$ cat src/rtl/emu_cs_decoder.sv
module emu_cs_decoder #(
  parameter int AW = 24,
  parameter int EXT_REG_CNT = 11,
  parameter logic [EXT_REG_CNT*AW-1:0] EXT_REG_ADDRS = {
    24'hFFFA14, 24'hFFFA12, 24'hFFFA10, 24'hFFFA0E, 24'hFFFA0C, 24'hFFFA0A,
    24'hFFFA08, 24'hFFFA06, 24'hFFFA04, 24'hFFFA02, 24'hFFFA00},
  parameter logic [AW-1:0] MEM_LO = 24'h040000,
  parameter logic [AW-1:0] MEM_HI = 24'h07FFFF,
  parameter int PORT_CYCLES = 3,
  parameter int MEM_CYCLES = 3
) (
  input  logic          clk,
  input  logic          rst_n,
  input  logic          strap_dat1,
  input  logic          strap_dat10,
  input  logic          strap_dat13,
  input  logic          strap_berr,
  input  logic [AW-1:0] addr,
  input  logic          as_n,
  output logic          cs_port_n,
  output logic          cs_mem_n,
  output logic          int_resp_en,
  output logic          cyc_term
);

  localparam int MAXC = (PORT_CYCLES > MEM_CYCLES) ? PORT_CYCLES : MEM_CYCLES;
  localparam int CW = (MAXC > 1) ? $clog2(MAXC) : 1;

  logic          latched, port_mode, mem_mode;
  logic          as_q, cs_port_q, cs_mem_q, term_q;
  logic [CW-1:0] cnt;
  logic [EXT_REG_CNT-1:0] reg_match;

  for (genvar g = 0; g < EXT_REG_CNT; g++) begin : g_match
    assign reg_match[g] = (addr == EXT_REG_ADDRS[g*AW +: AW]);
  end

  wire strap_ok = !strap_dat10 && strap_berr && !strap_dat1;
  wire port_hit = port_mode && (|reg_match);
  wire mem_hit  = mem_mode && (addr >= MEM_LO) && (addr <= MEM_HI);
  wire active   = !cs_port_q || !cs_mem_q;

  assign int_resp_en = as_n || !(port_hit || mem_hit);
  assign cs_port_n   = cs_port_q;
  assign cs_mem_n    = cs_mem_q;
  assign cyc_term    = term_q;

  always_ff @(posedge clk or negedge rst_n) begin
    if (!rst_n) begin
      latched   <= 1'b0;
      port_mode <= 1'b0;
      mem_mode  <= 1'b0;
    end else if (!latched) begin
      latched   <= 1'b1;
      port_mode <= strap_ok;
      mem_mode  <= strap_ok && !strap_dat13;
    end
  end

  always_ff @(posedge clk or negedge rst_n) begin
    if (!rst_n) begin
      as_q      <= 1'b1;
      cs_port_q <= 1'b1;
      cs_mem_q  <= 1'b1;
      term_q    <= 1'b0;
      cnt       <= '0;
    end else begin
      as_q   <= as_n;
      term_q <= 1'b0;
      if (active) begin
        if (as_n) begin
          cs_port_q <= 1'b1;
          cs_mem_q  <= 1'b1;
        end else if (cnt == '0) begin
          term_q    <= !cs_mem_q;
          cs_port_q <= 1'b1;
          cs_mem_q  <= 1'b1;
        end else begin
          cnt <= cnt - 1'b1;
        end
      end else if (!as_n && as_q) begin
        if (port_hit) begin
          cs_port_q <= 1'b0;
          cnt       <= CW'(PORT_CYCLES - 1);
        end else if (mem_hit) begin
          cs_mem_q <= 1'b0;
          cnt      <= CW'(MEM_CYCLES - 1);
        end
      end
    end
  end

  int low_run;
  always_ff @(posedge clk or negedge rst_n) begin
    if (!rst_n) low_run <= 0;
    else if (!cs_port_n || !cs_mem_n) low_run <= low_run + 1;
    else low_run <= 0;
  end


  cs_mutex_chk: assert property (@(posedge clk) disable iff (!rst_n)
    !(!cs_port_n && !cs_mem_n));


  mem_needs_port_chk: assert property (@(posedge clk) disable iff (!rst_n)
    mem_mode |-> port_mode);


  mode_hold_chk: assert property (@(posedge clk) disable iff (!rst_n)
    $past(latched) |-> ($stable(port_mode) && $stable(mem_mode)));


  port_off_chk: assert property (@(posedge clk) disable iff (!rst_n)
    !port_mode |-> cs_port_n);


  mem_off_chk: assert property (@(posedge clk) disable iff (!rst_n)
    !mem_mode |-> cs_mem_n);


  strobe_high_chk: assert property (@(posedge clk) disable iff (!rst_n)
    (as_n && $past(as_n)) |-> (cs_port_n && cs_mem_n));


  term_source_chk: assert property (@(posedge clk) disable iff (!rst_n)
    cyc_term |-> ($past(!cs_mem_n) && cs_mem_n));


  run_len_chk: assert property (@(posedge clk) disable iff (!rst_n)
    low_run <= MAXC);


  resp_off_chk: assert property (@(posedge clk) disable iff (!rst_n)
    (!cs_port_n || !cs_mem_n) && !as_n |-> !int_resp_en);

endmodule

$ cat config.mk
export PLATFORM = sky130hd
export DESIGN_NAME = emu_cs_decoder
export DESIGN_NICKNAME = d
export VERILOG_FILES = /design/src/rtl/emu_cs_decoder.sv
export SDC_FILE = /design/constraint.sdc
export NUM_CORES = 1
export LEC_CHECK = 0
export ABC_AREA = 1
export BUFFER_PORTS_ARGS = -buffer_cell sky130_fd_sc_hd__buf_2
export CORE_UTILIZATION = 38
export DETAILED_ROUTE_END_ITERATION = 8
export GPL_ROUTABILITY_DRIVEN = 0
export PLACE_DENSITY = 0.73
export SETUP_SLACK_MARGIN = 0.15
export SYNTH_ARGS = -nofsm -noshare
export SYNTH_HDL_FRONTEND = slang
export SYNTH_SLANG_ARGS = --single-unit
$ cat constraint.sdc
create_clock -name clk -period 1.07 [get_ports clk]
set_input_delay 0.0535 -clock clk [delete_from_list [all_inputs] [get_ports clk]]
set_output_delay 0.0535 -clock clk [all_outputs]
set_load 0.02 [all_outputs]
==> flow_summary.yaml <==
timing:
  period_needed_ns: 1.29
  setup-violations-final: 7
  hold_violations: 0
  slew_violations: 0
  skew_ns: 0.00120
  max_freq_mhz: 773
  rsz0062_at_grt: "true"
  fin_crit_sh: 1.21
  setup_ws_ns: -0.224
cts:
  cts_buffers: 3
  cts_root_buffer: "clkbuf_4"
  clkLatencyLatePin_ns: 0.25
  clockBufferDepth: 2
  cts_tree: "yes"
  cts_sinks: 9
  clkTransAtPathRegs_ns: 0.05
  cts.htree.levels: 1
placed_design:
  portBuffers: 34
  dp_cells: 152
  place_hpwl_microns: 1210
  pre_cts_slack_ns: -0.198
  placed_cell_area_sq_um: 861
power_and_ir_drop:
  p_sw_frac: 0.274
  p_seq_frac: 0.442
  p_int_uw: 618
  power_density_nw_per_um2: 853
  pwr-share-clk: 0.292
  p_comb_frac: 0.266
  p_sw_uw: 233
  vdd_drop_max_mv: 0.646
  power_leakage_uw: 0.000547
worst_setup_path:
  max_stage_delay_ns: 0.36
  worstPathCellList: "nand3_2, nor3_2, nand4_1, o31ai_2, nand2_1, buf_6"
  critPathBufInv: 1
  slowest_stage: "dfrtp_1"
  cp-end-kind: "output port"
  cp.required_ns: 1.02
  crit_arrival_ns: 1.24
  path_max_fanout: 2
  critPathLaunchType: "flip-flop"
  path_delay_family: "simple AND/OR/NAND/NOR gates"
  critical_path_class: "reg -> out"
run_status:
  violations: "negative setup slack"
  status: "finished with violations"
synth:
  synth-edff-count: 0
  synthArstFlopShare: 1.00
  synth_nets: 128
  ys_seq_area_frac: 0.373
  synth_cell_types: 19
  yosys_warnings: 0
  synth_cells: 96
  avgSynthCellArea_sq_um: 6.39
  yosys_most_used_dff: "dfrtp_1"
  netlist_area_sq_um: 613
  ys_ff_latch: 9
layout:
  drive_gt1_frac: 0.459
  multi_input_area_sq_um: 355
  antenna_cells: 0
  nFillCells: 131
  final_nets: 179
  instances_no_fill: 162
  syn_to_final_growth_pct: 62.9
  seq_area_sq_um: 229
  design_area_sq_um: 998
drt:
  ant_nets: 0
  wl_per_cell_microns: 10.2
  route.detailed.drc: 0
  avgViaCountPerCell: 4.72
  drt-pass1-iter-count: 4
  drt_iter0_drc: 17
  via_count: 764
  wl_microns: 1650
grt:
  grt_overflow_total: 0
  grt_pass1_wl_microns: 2690
  grt_max_degree: 10
  grt_pass1_vias: 708
  grt_usage: 0.199
  antenna_found_initial: 0
floorplanning:
  fp.dieH_microns: 42.2
  rows: 14
  ios: 35
  die-area_sq_um: 1780
  core_area_sq_um: 1510
  start_util: 0.407
  dieWidth_microns: 42.2
min_path:
  hp-class: "in -> reg"
flow_run:
  maxCapViolCount: 0
[final timing paths]
kind / cells past startpoint / start / slack, ns / endpoint
worst max-delay path: 6 / port_mode / -0.22 / int_resp_en
worst min-delay path: 3 / strap_berr / 0.05 / port_mode
worst max register to register: 10 / cnt[1] / -0.17 / cnt[1]
worst min register to register: 2 / latched / 0.48 / port_mode
max in group asynchronous: 2 / rst_n / 0.66 / as_q
min in group asynchronous: 2 / rst_n / 0.17 / port_mode
[layout make-up]
| type | count | share of cell area |
|---|---|---|
| clock buffer | 4 | 0.0263 |
| inverter | 17 | 0.0664 |
| timing repair buffer | 46 | 0.302 |
| sequential | 9 | 0.229 |
| multi-input combinational | 70 | 0.356 |
| tap | 16 | 0.0201 |
[cells in the mapped netlist, types with 2 or more instances]
cell type	count	share of area
nand2_1	31	0.19
inv_1	14	0.086
nor2_1	13	0.080
nand3_1	8	0.065
dfrtp_1	6	0.24
dfstp_2	3	0.13
inv_2	3	0.018
nor3_1	3	0.024
nand2_2	2	0.020
nand4_1	2	0.020
nor2_2	2	0.020
o22ai_1	2	0.020
[repair_timing]
item,in CTS,in global routing
pin swaps,11,2
buffers inserted,3,0
hold buffers,3,0
setup endpoints to repair,8,8
resized for setup,19,1
endpoints found under the hold margin,12,0
[registers in the layout (all words and copies together), names as in the netlist]
signal     count
latched        1
cnt            2
mem_mode       1
cs_mem_n       1
port_mode      1
cyc_term       1
as_q           1
cs_port_n      1
[worst min-delay path: stages]
cell     delay [ns]
buf_2          0.08
nand3_1        0.08
nand2_1        0.06
[cell usage in the layout, fill, tap and decap left out, types with 2 or more instances in the layout]
master         count
nand3_2            3
dlygate4sd3_1      3
buf_6              7
dfrtp_1            6
inv_1             12
buf_2             31
nand2_1           28
nor2_2             2
dfstp_2            3
buf_4              5
nand4_1            2
inv_2              4
nor3_1             2
clkbuf_4           3
o22ai_1            2
nand2_2            4
nand3_1            6
nor2_1            13
[power by group through the flow]
stage               registers, uW  clock network, uW  logic [uW]
finish                        376                248         227
global route                  379                273         253
CTS                           375                259         224
floorplan                     378                  0        81.0
detailed placement            380                  0         196
global placement              378                  0         183
[routing by layer]
layer | vias up | routed length (microns) | GRT usage
li1 | 399 | - | -
met1 | 316 | 631 | 0.216
met2 | 42 | 813 | 0.357
met3 | 7 | 139 | 0.0302
met4 | 0 | 61 | 0.119
met5 | - | 0 | 0
[logic make-up after synthesis]
| kind of cell | Yosys count | share of synthesized area |
|---|---|---|
| simple gates | 63 | 0.447 |
| buf+inv | 17 | 0.104 |
| flops | 9 | 0.373 |
| compound gates | 5 | 0.0490 |
| fa+ha+maj | 1 | 0.0204 |
| other cells | 1 | 0.00612 |
[metrics by stage]
stage | hold slack (ns) | TNS (ns) | total power, uW | util
2_1_floorplan | -0.242 | -0.243 | 459 | -
3_3_place_gp | -0.0942 | -0.239 | 561 | 0.571
3_5_place_dp | -0.0943 | -0.514 | 577 | 0.571
4_1_cts | 0.0471 | -0.672 | 859 | 0.659
5_1_grt | 0.0647 | -1.25 | 905 | 0.663
6_report | 0.0509 | -0.735 | 851 | 0.663
No activity file was read; power rests on OpenSTA's default activity.
